## config.mk

```make
export PLATFORM = sky130hd
export DESIGN_NAME = adcSerialEngine
export DESIGN_NICKNAME = d
export VERILOG_FILES = /design/src/rtl/adcSerPkg.sv /design/src/rtl/adcSerCtrl.sv /design/src/rtl/adcSerData.sv /design/src/rtl/adcSerialEngine.sv
export SDC_FILE = /design/constraint.sdc
export NUM_CORES = 1
export LEC_CHECK = 0
export BUFFER_PORTS_ARGS = -buffer_cell sky130_fd_sc_hd__buf_2
export CAP_MARGIN = 20
export CORE_ASPECT_RATIO = 1.4
export CORE_UTILIZATION = 60
export DETAILED_ROUTE_END_ITERATION = 8
export PLACE_DENSITY = 0.84
export REMOVE_ABC_BUFFERS = 1
export SYNTH_ARGS = -nofsm -noshare
export SYNTH_HDL_FRONTEND = slang
export SYNTH_SLANG_ARGS = --single-unit
```

## constraint.sdc

```tcl
create_clock -name clk -period 5.3 [get_ports clk]
set_clock_uncertainty 0.2 [all_clocks]
set_input_delay 0.53 -clock clk [delete_from_list [all_inputs] [get_ports clk]]
set_output_delay 0.53 -clock clk [all_outputs]
set_load 0.05 [all_outputs]
```

## src/rtl/adcSerPkg.sv

```systemverilog
package adcSerPkg;

  typedef enum logic [2:0] {
    ST_IDLE,
    ST_HUNT,
    ST_CMD,
    ST_SAMPLE,
    ST_CONV,
    ST_MIRROR,
    ST_ZERO
  } engStateT;

  // strobes from control to datapath, at most one per clock
  typedef struct packed {
    logic capCmd;
    logic sarInit;
    logic sarStep;
    logic mirror;
    logic zeroFill;
  } ctrlStrobeT;

endpackage

```

## src/rtl/adcSerCtrl.sv

```systemverilog
module adcSerCtrl
  import adcSerPkg::*;
#(
  parameter int RES_W  = 10,
  parameter int CHAN_W = 3,
  localparam int CMD_W = CHAN_W + 1,
  localparam int IDX_W = $clog2(RES_W),
  localparam int CNT_W = $clog2(RES_W + CMD_W + 2)
) (
  input  logic             clk,
  input  logic             rstN,
  input  logic             sclk,
  input  logic             csN,
  input  logic             din,
  output ctrlStrobeT       strb,
  output logic [IDX_W-1:0] bitIdx,
  output logic             doutEn,
  output logic             sampleWin,
  output logic             standby
);

  engStateT         state;
  logic             armed;
  logic             sclkQ;
  logic [CNT_W-1:0] cnt;
  logic             rise;
  logic             fall;

  assign rise = sclk & ~sclkQ & ~csN;
  assign fall = ~sclk & sclkQ & ~csN;

  always_comb begin
    strb          = '0;
    strb.capCmd   = (state == ST_CMD) && rise;
    strb.sarInit  = (state == ST_SAMPLE) && fall && (cnt == CNT_W'(CMD_W + 1));
    strb.sarStep  = (state == ST_CONV) && fall;
    strb.mirror   = (state == ST_MIRROR) && fall;
    strb.zeroFill = (state == ST_ZERO) && fall;
  end

  // mirror sends B1 upward; B0 is not repeated
  assign bitIdx = IDX_W'(cnt + CNT_W'(1));

  always_ff @(posedge clk or negedge rstN) begin
    if (!rstN) begin
      state     <= ST_IDLE;
      armed     <= 1'b0;
      sclkQ     <= 1'b0;
      cnt       <= '0;
      doutEn    <= 1'b0;
      sampleWin <= 1'b0;
      standby   <= 1'b1;
    end else begin
      sclkQ   <= sclk;
      standby <= csN;
      if (csN) begin
        state     <= ST_IDLE;
        armed     <= 1'b1;
        cnt       <= '0;
        doutEn    <= 1'b0;
        sampleWin <= 1'b0;
      end else begin
        unique case (state)
          ST_IDLE: begin
            if (armed) begin
              state <= ST_HUNT;
              armed <= 1'b0;
            end
          end
          ST_HUNT: begin
            if (rise && din) begin
              state <= ST_CMD;
              cnt   <= '0;
            end
          end
          ST_CMD: begin
            if (rise) begin
              cnt <= cnt + CNT_W'(1);
              if (cnt == CNT_W'(CMD_W - 1)) begin
                state     <= ST_SAMPLE;
                sampleWin <= 1'b1;
              end
            end
          end
          ST_SAMPLE: begin
            if (rise && (cnt == CNT_W'(CMD_W))) begin
              cnt <= cnt + CNT_W'(1);
            end
            if (strb.sarInit) begin
              sampleWin <= 1'b0;
              doutEn    <= 1'b1;
              state     <= ST_CONV;
              cnt       <= '0;
            end
          end
          ST_CONV: begin
            if (fall) begin
              if (cnt == CNT_W'(RES_W - 1)) begin
                state <= ST_MIRROR;
                cnt   <= '0;
              end else begin
                cnt <= cnt + CNT_W'(1);
              end
            end
          end
          ST_MIRROR: begin
            if (fall) begin
              if (cnt == CNT_W'(RES_W - 2)) begin
                state <= ST_ZERO;
                cnt   <= '0;
              end else begin
                cnt <= cnt + CNT_W'(1);
              end
            end
          end
          default: begin
            state <= ST_ZERO;
          end
        endcase
      end
    end
  end

  // chip select high disables the driver on the next clock
  assert_oe_off_on_cs_R8 : assert property (@(posedge clk) disable iff (!rstN)
    csN |=> !doutEn);

  // standby follows chip select one clock later
  assert_standby_high_R10 : assert property (@(posedge clk) disable iff (!rstN)
    csN |=> standby);
  assert_standby_low_R10 : assert property (@(posedge clk) disable iff (!rstN)
    !csN |=> !standby);

  // driver stays off while acquiring
  assert_win_no_drive_R5 : assert property (@(posedge clk) disable iff (!rstN)
    sampleWin |-> !doutEn);

  // driver turns on only as the window closes
  assert_oe_after_win_R5 : assert property (@(posedge clk) disable iff (!rstN)
    $rose(doutEn) |-> $past(sampleWin));

  // strobes are mutually exclusive
  assert_strobe_excl_R6 : assert property (@(posedge clk) disable iff (!rstN)
    $onehot0({strb.capCmd, strb.sarInit, strb.sarStep, strb.mirror, strb.zeroFill}));

  // a locked engine never opens a window
  assert_lockout_R1 : assert property (@(posedge clk) disable iff (!rstN)
    (state == ST_IDLE && !armed && !csN) |=> !sampleWin);

endmodule

```

## src/rtl/adcSerData.sv

```systemverilog
module adcSerData
  import adcSerPkg::*;
#(
  parameter int RES_W  = 10,
  parameter int CHAN_W = 3,
  localparam int IDX_W = $clog2(RES_W)
) (
  input  logic              clk,
  input  logic              rstN,
  input  logic              din,
  input  logic              cmpIn,
  input  ctrlStrobeT        strb,
  input  logic [IDX_W-1:0]  bitIdx,
  output logic              dout,
  output logic [RES_W-1:0]  sarTrial,
  output logic [CHAN_W-1:0] muxPos,
  output logic [CHAN_W-1:0] muxNeg,
  output logic              diffMode
);

  logic [CHAN_W:0]    cmdReg;
  logic [RES_W-1:0]   resReg;
  logic [RES_W-1:0]   maskReg;
  logic [CHAN_W-1:0]  chanSel;

  assign chanSel  = cmdReg[CHAN_W-1:0];
  assign diffMode = ~cmdReg[CHAN_W];
  // in differential mode the low channel bit picks which pair member is IN+
  assign muxPos   = chanSel;
  assign muxNeg   = diffMode ? (chanSel ^ CHAN_W'(1)) : '0;
  assign sarTrial = resReg | maskReg;

  always_ff @(posedge clk or negedge rstN) begin
    if (!rstN) begin
      cmdReg  <= '0;
      resReg  <= '0;
      maskReg <= '0;
      dout    <= 1'b0;
    end else begin
      if (strb.capCmd) begin
        cmdReg <= {cmdReg[CHAN_W-1:0], din};
      end
      if (strb.sarInit) begin
        resReg  <= '0;
        maskReg <= {1'b1, {(RES_W-1){1'b0}}};
        dout    <= 1'b0;
      end
      if (strb.sarStep) begin
        if (cmpIn) begin
          resReg <= resReg | maskReg;
        end
        maskReg <= maskReg >> 1;
        dout    <= cmpIn;
      end
      if (strb.mirror) begin
        dout <= resReg[bitIdx];
      end
      if (strb.zeroFill) begin
        dout <= 1'b0;
      end
    end
  end

  // exactly one trial bit at a time, or none when finished
  assert_mask_onehot_R6 : assert property (@(posedge clk) disable iff (!rstN)
    $onehot0(maskReg));

  // never step past the LSB
  assert_step_in_range_R6 : assert property (@(posedge clk) disable iff (!rstN)
    strb.sarStep |-> (maskReg != '0));

  // a low decision leaves the decided bits untouched
  assert_clear_keeps_R6 : assert property (@(posedge clk) disable iff (!rstN)
    (strb.sarStep && !cmpIn) |=> $stable(resReg));

  // the null bit is low
  assert_null_low_R5 : assert property (@(posedge clk) disable iff (!rstN)
    strb.sarInit |=> !dout);

endmodule

```

## src/rtl/adcSerialEngine.sv

```systemverilog
module adcSerialEngine
  import adcSerPkg::*;
#(
  parameter int RES_W  = 10,
  parameter int CHAN_W = 3
) (
  input  logic              clk,
  input  logic              rstN,
  input  logic              spiClk,
  input  logic              spiCsN,
  input  logic              spiDin,
  input  logic              cmpIn,
  output logic              spiDout,
  output logic              spiDoutEn,
  output logic              standby,
  output logic              sampleWin,
  output logic [RES_W-1:0]  sarTrial,
  output logic [CHAN_W-1:0] muxPos,
  output logic [CHAN_W-1:0] muxNeg,
  output logic              diffMode
);

  localparam int IDX_W = $clog2(RES_W);

  ctrlStrobeT       strb;
  logic [IDX_W-1:0] bitIdx;

  adcSerCtrl #(.RES_W(RES_W), .CHAN_W(CHAN_W)) i_ctrl (
    .clk       (clk),
    .rstN      (rstN),
    .sclk      (spiClk),
    .csN       (spiCsN),
    .din       (spiDin),
    .strb      (strb),
    .bitIdx    (bitIdx),
    .doutEn    (spiDoutEn),
    .sampleWin (sampleWin),
    .standby   (standby)
  );

  adcSerData #(.RES_W(RES_W), .CHAN_W(CHAN_W)) i_data (
    .clk      (clk),
    .rstN     (rstN),
    .din      (spiDin),
    .cmpIn    (cmpIn),
    .strb     (strb),
    .bitIdx   (bitIdx),
    .dout     (spiDout),
    .sarTrial (sarTrial),
    .muxPos   (muxPos),
    .muxNeg   (muxNeg),
    .diffMode (diffMode)
  );

endmodule

```

==> results.json <==
{
  "outcome": "completed",
  "rsz0062_at_grt": "no",
  "port_buffers": 26,
  "combinationalPowerShare": 0.265,
  "r2r_setup_slack_ps": 2980,
  "arrival_ps": 2280,
  "cts_resized": 0,
  "grt_pass1_wl_um": 7403,
  "die_y_um": 70.09,
  "grt_pass1_vias": 1575,
  "fp.dieArea_mm2": 0.003549,
  "critPathKind": "reg -> reg",
  "p_switching_w": 0.0002737,
  "track_usage": 0.2844,
  "crit_slowest_cell": "dfrtp_1",
  "crit_end": "i_data.dout$_DFFE_PN0P_",
  "fmax_mhz": 431.1,
  "internal_power_w": 0.0005275,
  "drtAntennaViolNets": 0,
  "setup_violations": 0,
  "drt-total-wl_um": 4391,
  "sw_frac_of_total": 0.3417,
  "core-area_mm2": 0.003123,
  "synth_top_area_share": 0.4534,
  "hold_class": "in -> async",
  "grt_max_degree": 38,
  "slew_violations": 0,
  "synthMostInstantiatedCell": "dfrtp_1",
  "place_congestion": 0.8391,
  "viasPerCell": 6.130,
  "p_clk_frac": 0.312,
  "clock_sinks": 37,
  "num_io_pins": 27,
  "dr.pass1.iters": 4,
  "drcViolationCount": 0,
  "wl_per_cell_um": 17.78,
  "path_cells": "nand4bb_1, nor3_4, nor2_4, a211oi_1, a211oi_1",
  "clk_pin_slew_ps": 80,
  "hold_viol": 0,
  "reg2reg_depth": 5,
  "total_leakage_power_nw": 1.083,
  "synthArstFlopShare": 1.000,
  "cp.depth": 5,
  "end_kind": "flop",
  "tns_ps": 0,
  "rows": 24,
  "post-route-period-util": 0.4377,
  "synth_cell_types": 54,
  "seq_power_share": 0.424,
  "relSlewSlack": 0.4574,
  "yosys_most_used_dff": "dfrtp_1",
  "max_stage_delay_ps": 620,
  "ys_ff_latch": 37,
  "clk-insertion-delay-late_ps": 290,
  "synth_area_leaders": "dfrtp_1, a22o_1, nor2_1, or2_2, a21oi_1",
  "drt_iter0_markers": 55,
  "fin_nets": 216,
  "crit_top_cell": "a211oi_1",
  "htree_levels": 2,
  "synth.largest_area_cell": "dfrtp_1",
  "yosys-top-cells-count": "dfrtp_1, nor2_1, a21oi_1",
  "grt_overflow": 0,
  "cp_max_fo": 14,
  "path_delay_family": "simple AND/OR/NAND/NOR gates",
  "r2r_end": "i_data.dout$_DFFE_PN0P_",
  "r2r_start": "i_ctrl.state[0]$_DFFE_PN0P_",
  "setup_slack_ps": 2980,
  "worst_pin_slew_ps": 813.9,
  "cts_buffers": 5,
  "vdd_drop_max_mv": 0.2795,
  "synth_enable_flop_cells": 0,
  "cp_num_buf_inv": 0,
  "tritoncts": "yes",
  "postSynthAreaPerCell_um2": 10.74,
  "yosys_warnings": 0,
  "area_growth_pct": 11.08,
  "cts_setup_buffers": 0,
  "ctsHoldBuffers": 0,
  "synth_cells": 185,
  "crit_start": "i_ctrl.state[0]$_DFFE_PN0P_",
  "antenna_cells": 0,
  "cts-root-buf": "clkbuf_8",
  "cp_data_required_time_ps": 5260,
  "vias": 1514,
  "place_ws_ps": 2922,
  "seq_area_frac_synth": 0.4666,
  "antenna_found_initial": 0,
  "clockBufferDepth": 2,
  "final_layout_size_suffix_gt1_frac": 0.3077,
  "synth_area_mm2": 0.001987,
  "worstSetupStartpointType": "flop",
  "drv_cap": 0,
  "hpwl_um": 3082,
  "start_util": 0.6362,
  "finalCriticalPeriod_ps": 2320,
  "die_x_um": 50.64,
  "power_density_mw_per_mm2": 363.0
}
[layer usage]
| metal | share of wire | up-vias | global-route usage |
|---|---|---|---|
| met5 | 0 | - | 0 |
| met4 | 0.028 | 0 | 0.1265 |
| met3 | 0.042 | 11 | 0.05882 |
| met2 | 0.54 | 51 | 0.5052 |
| met1 | 0.39 | 749 | 0.3180 |
| li1 | - | 703 | - |
[area by class of cell]
cell class	instances	area [um2]
multi-input cells	128	950.9
flip-flops and latches	37	927.1
fillers	240	915.9
repair buffers	26	130.1
clock buffers	7	86.33
well taps	39	48.80
inverters	9	33.78
clock inverters	1	30.03
[kinds of logic after synthesis]
logic type | Yosys count | share of synthesized area
mux | 9 | 0.06045
simple gates | 69 | 0.2166
fa+ha+maj | 3 | 0.01889
buf+inv | 20 | 0.05478
flops | 37 | 0.4666
compound gates | 45 | 0.1738
xor+xnor | 2 | 0.008818
[worst reg2reg max path, stage by stage (launching register included)]
cell	delay (ps)
dfrtp_1	620
nand4bb_1	280
nor3_4	550
nor2_4	160
a211oi_1	300
a211oi_1	80
[state kept, by name, summed over array words and instances (netlist names)]
signal and flops:
i_data.cmdReg 4, i_ctrl.cnt 4, i_data.resReg 10, i_data.dout 1, i_data.maskReg 10, i_ctrl.armed 1, i_ctrl.state 3, i_ctrl.sampleWin 1
i_ctrl.sclkQ 1, i_ctrl.standby 1, i_ctrl.doutEn 1
[layout by cell type (no fill, tap or decap), drive strengths merged, types with 2 or more instances in the layout]
cell	netlist	routed
inv	9	9
ha	3	3
a211oi	4	4
nor2	19	19
nor3	4	4
nand3	5	5
mux4	2	2
a22o	9	9
dfrtp	36	36
a31oi	2	2
mux2	4	4
and3	2	2
and2b	2	2
nor2b	6	6
nand2b	4	4
nand2	8	8
o31ai	3	3
or2	10	10
xnor2	2	2
o21ai	6	6
clkbuf	0	7
mux2i	3	3
a21oi	11	11
buf	11	26
nand4bb	2	2
[worst min path at each step]
stage                                    from  slack [ps]                      endpoint  depth (start not counted)
floorplan                                rstN          30      i_ctrl.armed$_DFFE_PN0P_                          0
CTS                                      rstN         150  i_data.cmdReg[3]$_DFFE_PN0P_                          1
global placement    i_ctrl.doutEn$_DFFE_PN0P_         270     i_ctrl.doutEn$_DFFE_PN0P_                          1
detailed placement  i_ctrl.doutEn$_DFFE_PN0P_         270     i_ctrl.doutEn$_DFFE_PN0P_                          1
finish                                   rstN         130  i_ctrl.sampleWin$_DFFE_PN0P_                          1
global route                             rstN         210  i_data.cmdReg[1]$_DFFE_PN0P_                          1
[power by group through the flow]
stage                     Clock, W  Combinational [W]  Sequential (W)
after floorplan                  0           0.000132        0.000368
after global placement           0           0.000207        0.000343
final                     0.000250           0.000212        0.000339
after detailed placement         0           0.000210        0.000344
after CTS                 0.000256           0.000212        0.000338
after global routing      0.000263           0.000225        0.000345
[per-stage QoR]
stage	area [um2]	total power, W	util	instances	hold slack, ps
after floorplan	1912	0.0005004	-	174	34.41
after global placement	2091	0.0005490	0.6695	239	269.6
after detailed placement	2091	0.0005543	0.6695	239	271.9
after CTS	2207	0.0008062	0.7067	247	152.6
after global routing	2207	0.0008322	0.7067	247	205.9
final	2207	0.0008012	0.7067	247	130.3
Note: power is estimated with default switching activity, not from simulation.
